**config.mk**
```make
export PLATFORM = sky130hd
export DESIGN_NAME = pb_reset_seq
export DESIGN_NICKNAME = d
export VERILOG_FILES = /design/src/rtl/pb_reset_seq_pkg.sv /design/src/rtl/pb_reset_seq_dp.sv /design/src/rtl/pb_reset_seq_ctrl.sv /design/src/rtl/pb_reset_seq.sv
export SDC_FILE = /design/constraint.sdc
export NUM_CORES = 1
export LEC_CHECK = 0
export BUFFER_PORTS_ARGS = -buffer_cell sky130_fd_sc_hd__buf_2
export CORE_UTILIZATION = 25
export CTS_BUF_LIST = sky130_fd_sc_hd__clkbuf_8
export DETAILED_ROUTE_END_ITERATION = 8
export GPL_TIMING_DRIVEN = 0
export PLACE_DENSITY_LB_ADDON = 0.25
export SYNTH_ARGS = -nofsm -noshare
export SYNTH_HDL_FRONTEND = slang
export SYNTH_SLANG_ARGS = --single-unit
```
**constraint.sdc**
```tcl
create_clock -name clk -period 2.1 [get_ports clk]
set_clock_uncertainty 0.05 [all_clocks]
set_input_delay 0.42 -clock clk [delete_from_list [all_inputs] [get_ports clk]]
set_output_delay 0.42 -clock clk [all_outputs]
set_load 0.01 [all_outputs]
```
**src/rtl/pb_reset_seq_pkg.sv**
```systemverilog
package pb_reset_seq_pkg;

  typedef enum logic [1:0] {
    SEQ_IDLE = 2'd0,
    SEQ_HIZ  = 2'd1,
    SEQ_OFF  = 2'd2,
    SEQ_DONE = 2'd3
  } seqState_t;

  typedef struct packed {
    logic holdInc;     // count another low sample
    logic holdClr;     // restart the hold count
    logic offInc;      // advance the off-interval count
    logic offClr;      // restart the off-interval count
    logic hizCapture;  // sample the host hi-z request at start
    logic hizCommit;   // make the captured request effective
  } seqStrobe_t;

endpackage

```
**src/rtl/pb_reset_seq_dp.sv**
```systemverilog
module pb_reset_seq_dp
  import pb_reset_seq_pkg::*;
#(
  parameter int HOLD_CYC = 40,
  parameter int OFF_CYC  = 25
) (
  input  logic       clk,
  input  logic       rstN,
  input  seqStrobe_t stb,
  input  logic       cfgHizReq,
  output logic       holdMet,
  output logic       offLast,
  output logic       hizHeld
);
  localparam int HW = $clog2(HOLD_CYC + 1);
  localparam int OW = $clog2(OFF_CYC + 1);
  localparam logic [HW-1:0] HOLD_MAX = HW'(HOLD_CYC);
  localparam logic [OW-1:0] OFF_MAX  = OW'(OFF_CYC - 1);

  logic [HW-1:0] holdCnt;
  logic [OW-1:0] offCnt;
  logic          hizCap;

  assign holdMet = (holdCnt == HOLD_MAX);
  assign offLast = (offCnt == OFF_MAX);

  always_ff @(posedge clk or negedge rstN) begin
    if (!rstN) begin
      holdCnt <= '0;
    end else if (stb.holdClr) begin
      holdCnt <= '0;
    end else if (stb.holdInc && !holdMet) begin
      holdCnt <= holdCnt + 1'b1;
    end
  end

  always_ff @(posedge clk or negedge rstN) begin
    if (!rstN) begin
      offCnt <= '0;
    end else if (stb.offClr) begin
      offCnt <= '0;
    end else if (stb.offInc) begin
      offCnt <= offCnt + 1'b1;
    end
  end

  always_ff @(posedge clk or negedge rstN) begin
    if (!rstN) begin
      hizCap  <= 1'b0;
      hizHeld <= 1'b0;
    end else begin
      if (stb.hizCapture) hizCap  <= cfgHizReq;
      if (stb.hizCommit)  hizHeld <= hizCap;
    end
  end

endmodule

```
**src/rtl/pb_reset_seq_ctrl.sv**
```systemverilog
module pb_reset_seq_ctrl
  import pb_reset_seq_pkg::*;
(
  input  logic       clk,
  input  logic       rstN,
  input  logic       btnN,
  input  logic       adapterIn,
  input  logic       cfgRstEn,
  input  logic       cfgSwDis,
  input  logic       cfgRstWithAdapter,
  input  logic       holdMet,
  input  logic       offLast,
  output seqStrobe_t stb,
  output logic       inSeq,
  output logic       swOff,
  output logic       doneStb
);
  seqState_t state, stateNxt;
  logic      armed;
  logic      enabled;
  logic      pressing;
  logic      startGo;

  assign enabled  = cfgRstEn && !cfgSwDis;
  assign pressing = (state == SEQ_IDLE) && enabled && armed && !btnN;
  assign startGo  = pressing && holdMet && (cfgRstWithAdapter || !adapterIn);

  always_comb begin
    stateNxt = state;
    unique case (state)
      SEQ_IDLE: if (startGo) stateNxt = SEQ_HIZ;
      SEQ_HIZ:  stateNxt = SEQ_OFF;
      SEQ_OFF:  if (offLast) stateNxt = SEQ_DONE;
      SEQ_DONE: stateNxt = SEQ_IDLE;
      default:  stateNxt = SEQ_IDLE;
    endcase
  end

  always_comb begin
    stb            = '0;
    stb.holdInc    = pressing;
    stb.holdClr    = !pressing || startGo;
    stb.offInc     = (state == SEQ_OFF);
    stb.offClr     = (state != SEQ_OFF);
    stb.hizCapture = startGo;
    stb.hizCommit  = (state == SEQ_DONE);
  end

  always_ff @(posedge clk or negedge rstN) begin
    if (!rstN) begin
      state <= SEQ_IDLE;
      armed <= 1'b0;
    end else begin
      state <= stateNxt;
      if (startGo)   armed <= 1'b0;
      else if (btnN) armed <= 1'b1;
    end
  end

  assign inSeq   = (state == SEQ_HIZ) || (state == SEQ_OFF);
  assign swOff   = (state == SEQ_OFF);
  assign doneStb = (state == SEQ_DONE);

endmodule

```
**src/rtl/pb_reset_seq.sv**
```systemverilog
module pb_reset_seq
  import pb_reset_seq_pkg::*;
#(
  parameter int HOLD_CYC = 40,
  parameter int OFF_CYC  = 25
) (
  input  logic clk,
  input  logic rstN,
  input  logic btnN,
  input  logic adapterIn,
  input  logic cfgRstEn,
  input  logic cfgSwDis,
  input  logic cfgRstWithAdapter,
  input  logic cfgHizReq,
  output logic swEnable,
  output logic hizCmd,
  output logic regResetPulse,
  output logic busy
);
  seqStrobe_t stb;
  logic holdMet, offLast, hizHeld;
  logic inSeq, swOff, doneStb;

  pb_reset_seq_ctrl u_ctrl (
    .clk               (clk),
    .rstN              (rstN),
    .btnN              (btnN),
    .adapterIn         (adapterIn),
    .cfgRstEn          (cfgRstEn),
    .cfgSwDis          (cfgSwDis),
    .cfgRstWithAdapter (cfgRstWithAdapter),
    .holdMet           (holdMet),
    .offLast           (offLast),
    .stb               (stb),
    .inSeq             (inSeq),
    .swOff             (swOff),
    .doneStb           (doneStb)
  );

  pb_reset_seq_dp #(
    .HOLD_CYC (HOLD_CYC),
    .OFF_CYC  (OFF_CYC)
  ) u_dp (
    .clk       (clk),
    .rstN      (rstN),
    .stb       (stb),
    .cfgHizReq (cfgHizReq),
    .holdMet   (holdMet),
    .offLast   (offLast),
    .hizHeld   (hizHeld)
  );

  assign swEnable      = !swOff && !cfgSwDis;
  assign hizCmd        = inSeq || cfgHizReq || hizHeld;
  assign regResetPulse = doneStb;
  assign busy          = inSeq;

endmodule

```
# [Word level (Yosys, flattened, before mapping)]
# Cells that the tools add are included.
[word_totals] reg_bits=16 input_bits=8 output_inout_bits=4 wordCells=49
[classes] addsub=2 eq_ne=8 muxes=9 n_reduce_logical=24
[op_table] op="2-to-1 mux 6 bit" n=2
[op_table] op="2-to-1 mux 5 bit" n=2
[op_table] op="logical AND 1 bit" n=8
[op_table] op="one-hot mux 2 bit (4 select lines)" n=1
[op_table] op="adder 6 x 1 -> 6 bit (second input constant)" n=1
[op_table] op="equality test 6 bit (second input constant)" n=1
[op_table] op="zero test 1 bit" n=6
[op_table] op="nonzero test 2 bit" n=3
[op_table] op="adder 5 x 1 -> 5 bit (second input constant)" n=1
[op_table] op="equality test 5 bit (second input constant)" n=1
[op_table] op="logical OR 1 bit" n=5
[op_table] op="equality test 2 bit (second input constant)" n=2
[op_table] op="2-to-1 mux 2 bit" n=2
[op_table] op="!= test 2 bit (second input constant)" n=2
[op_table] op="equality test 2 x 1 -> 1 bit (second input constant)" n=1
[op_table] op="zero test 2 bit" n=1
[op_table] op="2-to-1 mux 1 bit" n=2
[op_table] op="!= test 2 x 1 -> 1 bit (second input constant)" n=1
[op_table] op="AND reduction 2 bit" n=1

# [Longest topological paths before layout]
[depth] word_depth=9 depth_mapped=6 depth_no_buf=6

# [Hierarchy]
# From an unflattened synthesis, not the netlist that was laid out.
[hier_totals] hier_cells=98 hier_area_um2=991.0
[by_module_without_submodules] mod="pb_reset_seq_dp" instances=1 cells_each=67 area_each_um2=704.4 seq_area_each_um2=325.3
[by_module_without_submodules] mod="pb_reset_seq_ctrl" instances=1 cells_each=29 area_each_um2=276.5 seq_area_each_um2=75.1
[by_module_without_submodules] mod="pb_reset_seq" instances=1 cells_each=2 area_each_um2=10.0 seq_area_each_um2=0.0

# [Worst setup path before layout]
# OpenSTA, ideal clock, no wires.
[synth_timing] path_kind="register -> register" startpoint="register u_dp.holdCnt[2]" endpoint="register u_dp.hizCap" setup_time_ns=0.125 arrival_ns=1.679 t_required_ns=1.925 slack_ns=0.246 stages_incl_launch_ff=5 path_buffers=0 period_less_slack_ns=1.854 path_cell_list="dfrtp_1 or3b_1 or2_4 or3_4 mux2_4"
[synth_between] elab_chain_len=3
[synth_rtl] element="from (decl)" line_no="pb_reset_seq_dp.sv:20" source="logic [HW-1:0] holdCnt;"
[synth_rtl] element="from (signal assigned)" line_no="pb_reset_seq_dp.sv:33" source="holdCnt <= holdCnt + 1'b1;"
[synth_rtl] element="equality test 6 bit" line_no="pb_reset_seq_dp.sv:24" source="assign holdMet = (holdCnt == HOLD_MAX);"
[synth_rtl] element="logical AND 1 bit (2 in series)" line_no="pb_reset_seq_ctrl.sv:26" source="assign startGo = pressing && holdMet && (cfgRstWithAdapter || !adapterIn);"
[synth_rtl] element="to (signal assigned)" line_no="pb_reset_seq_dp.sv:52" source="if (stb.hizCapture) hizCap <= cfgHizReq;"
[synth_rtl] element="to (decl)" line_no="pb_reset_seq_dp.sv:22" source="logic hizCap;"
# Every way passes these cells.
# A chain may end at the register's enable or synchronous reset.

# [Worst setup path in the final report]
[layout_timing] startpoint="register u_ctrl.state[0]" endpoint="output hizCmd"
[layout_between] elab_chain_len=4 word_cells_on_any_way=5 classes_between="eq/ne: 2; reduce/logical: 3"
[layout_rtl] element="from (decl)" line_no="pb_reset_seq_ctrl.sv:18" source="seqState_t state, stateNxt;"
[layout_rtl] element="from (signal assigned)" line_no="pb_reset_seq_ctrl.sv:54" source="state <= stateNxt;"
[layout_rtl] element="equality test 2 x 1 -> 1 bit or equality test 2 bit (tied branches)" line_no="pb_reset_seq_ctrl.sv:60" source="assign inSeq = (state == SEQ_HIZ) || (state == SEQ_OFF);"
[layout_rtl] element="logical OR 1 bit (*)" line_no="pb_reset_seq_ctrl.sv:60"
[layout_rtl] element="logical OR 1 bit (*) (2 in series)" line_no="pb_reset_seq.sv:54" source="assign hizCmd = inSeq || cfgHizReq || hizHeld;"
[layout_rtl] element="to (decl)" line_no="pb_reset_seq.sv:16" source="output logic hizCmd,"
# Mark *: on every way between the ends. The rest lies on a longest branch, timed or not.

==> results.py <==
metrics = {
    "power_and_ir_drop": {
        "ir_worst_vdd_mv": 0.3807,
        "leakage_nw": 0.4859,
        "p_per_area_nw_per_um2": 590.1,
    },
    "clock_tree": {
        "max-clock-path-buffers": 2,
        "clkTransAtPathRegs_ns": 0.07,
        "clockRootBuffer": "clkbuf_8",
        "htree_levels": 1,
        "cts_tree": "built",
        "cts_resized": 0,
        "post_cts_buffers": 0,
        "clock_latency_ns": 0.25,
        "cts.sinks": 16,
        "cts-buffers-inserted": 3,
        "cts_hold_buffers": 0,
    },
    "timing": {
        "period_share": 0.9570,
        "slew_headroom": 0.7601,
        "drv_slew": 0,
        "setup_viol": 0,
        "layout_min_cycle_time_ns": 2.010,
        "layout_setup_ws_ns": 0.09040,
        "max_slew.worst_pin.slew_ns": 0.3550,
        "rsz0062_at_grt": "false",
        "tns_ns": 0,
        "fmax_mhz": 497.6,
        "hold_violations": 0,
    },
    "synthesis": {
        "synthFlopType": "dfrtp_1",
        "ys_warn_count": 0,
        "synth_top_area_frac": 0.4631,
        "avgSynthCellArea_um2": 10.67,
        "synthDistinctLibCells": 26,
        "syn_area_um2": 864.6,
        "synth_seq_cells": 16,
        "yosysSeqAreaShare": 0.4631,
        "synthTopCellsByCount": "16 x dfrtp_1, 8 x ha_1, 8 x nor2_1",
        "synth.most_common_cell": "dfrtp_1",
        "synth_edf_count": 0,
        "async_flop_share": 1.000,
        "synth_fp_nets": 97,
        "yosysTopAreaCell": "dfrtp_1",
        "yosys-top-cells-area": "dfrtp_1 46%, ha_1 12%, mux2_2 3.9%, nand3_1 3.5%, nor2_1 3.5%",
        "syn_inst": 81,
    },
    "worst_setup_path": {
        "arrival_ns": 1.54,
        "crit_fanout": 4,
        "crit_type": "register to output port",
        "start_kind": "register",
        "worstPathRequired_ns": 1.63,
        "crit_path_end_kind": "output port",
        "rr_worst_depth": 4,
        "r2r_slack_ns": 0.19,
        "r2r_end": "u_dp.hizCap",
        "reg2reg_from": "u_dp.holdCnt[2]",
    },
    "place": {
        "dp_slack_ns": 0.1042,
        "port_buffers": 11,
        "routabilityCongestion": 0.7430,
        "hpwl_mm": 1.096,
    },
    "route": {
        "wl_per_cell_um": 10.19,
        "num_vias": 573,
        "drc_errors": 0,
        "wl_mm": 1.426,
        "viasPerCell": 4.093,
        "dr.pass1.iters": 4,
        "drt_iter0_drc": 12,
        "ant_nets": 0,
    },
    "floorplan": {
        "die_w_um": 60.81,
        "io_pins": 12,
        "core-area_um2": 3178,
        "die_height_um": 60.81,
        "rows": 20,
        "start_util": 0.2720,
        "die-area_um2": 3697,
    },
    "finish": {
        "layout.nets": 113,
        "syn_to_final_growth_pct": 19.10,
        "multi_input_area_um2": 441.7,
        "fill_cells": 331,
        "drive_above_1_share": 0.2396,
        "final-seq-area_um2": 400.4,
        "antenna_cells": 0,
    },
    "global_route": {
        "grt_max_degree": 17,
        "grt_most_used_layer": "met2",
        "met1_usage": 0.1305,
        "use_met2": 0.1554,
        "grt_pass1_vias": 601,
        "grt_overflow": 0,
        "grt_pass1_wl_mm": 2.663,
        "antenna_found_initial": 0,
        "use_met3": 0.03838,
        "track_usage": 0.09778,
    },
    "outcome": {
        "status": "finished clean",
    },
    "run": {
        "max-cap-violations": 0,
    },
    "hold_path": {
        "hp-class": "primary input to async pin",
    },
}
[report_power, final]
group,total [W],internal [W],switching [W]
registers,0.000310,0.000309,0.00000119
logic,0.0000255,0.0000105,0.0000149
clock network,0.000272,0.000166,0.000106
[cells in the final DEF, fill, tap and decap left out, types with 2 or more instances in the layout]
| cell | count |
|---|---|
| nand2b_1 | 2 |
| nor2_1 | 8 |
| xnor2_1 | 3 |
| ha_1 | 8 |
| inv_1 | 6 |
| nand2_1 | 6 |
| xor2_1 | 3 |
| and2_1 | 4 |
| buf_2 | 11 |
| mux2_2 | 3 |
| a21oi_1 | 2 |
| nand3_1 | 6 |
| clkbuf_8 | 4 |
| dfrtp_1 | 16 |
[area by class of cell]
| class | count | area share |
|---|---|---|
| Multi-Input combinational cell | 59 | 0.4289 |
| Sequential cell | 16 | 0.3888 |
| Clock buffer | 4 | 0.05346 |
| Timing Repair Buffer | 11 | 0.05346 |
| Tap cell | 44 | 0.05346 |
| Inverter | 6 | 0.02187 |
[worst max-delay path, stage by stage (launching register included)]
cell,delay [ns]
dfrtp_1,0.38
inv_1,0.12
ha_1,0.28
or3_1,0.37
buf_2,0.14
[cells by family (layout without fill, tap and decap cells)]
| logic type | after synthesis | in the layout | share of synthesized area |
|---|---|---|---|
| adders and majority gates | 8 | 8 | 0.1158 |
| muxes | 5 | 5 | 0.06801 |
| buffers and inverters | 6 | 21 | 0.02605 |
| xor gates and xnor gates | 6 | 6 | 0.06079 |
| DFF | 16 | 16 | 0.4631 |
| and+or+nand+nor | 35 | 35 | 0.2272 |
| AOI/OAI and AO/OA | 5 | 5 | 0.03908 |
[sequential cells by signal, indices dropped and copies added (netlist names)]
| register | count |
|---|---|
| u_ctrl.armed | 1 |
| u_ctrl.state | 2 |
| u_dp.hizCap | 1 |
| u_dp.hizHeld | 1 |
| u_dp.holdCnt | 6 |
| u_dp.offCnt | 5 |
[worst max path at each step]
stage | endpoint | start | slack (ns) | cells after the start
global placement | u_dp.hizCap | cfgSwDis | 0.11 | 5
detailed placement | u_dp.hizCap | cfgSwDis | 0.10 | 5
global route | hizCmd | u_ctrl.state[0] | 0.009 | 4
finish | hizCmd | u_ctrl.state[0] | 0.09 | 4
floorplan | u_dp.hizCap | u_dp.holdCnt[2] | 0.25 | 4
CTS | hizCmd | u_ctrl.state[0] | 0.06 | 4
[layer usage]
layer	wire, um	up-vias
met5	0	-
met4	0	0
met3	47	0
met2	620	8
met1	758	268
li1	-	297
[per-stage QoR]
step / hold slack (ns) / utilization / std cells / total power [W] / instance area [um^2]
2_1_floorplan: 0.07441 / - / 81 / 0.0003258 / 864.6
5_1_grt: 0.06347 / 0.3240 / 140 / 0.0006344 / 1030
6_report: 0.02261 / 0.3240 / 140 / 0.0006077 / 1030
3_5_place_dp: 0.3119 / 0.3067 / 136 / 0.0003426 / 974.7
3_3_place_gp: 0.3109 / 0.3067 / 136 / 0.0003426 / 974.7
4_1_cts: 0.03759 / 0.3240 / 140 / 0.0006221 / 1030
No activity file was read; power rests on OpenSTA's default activity.
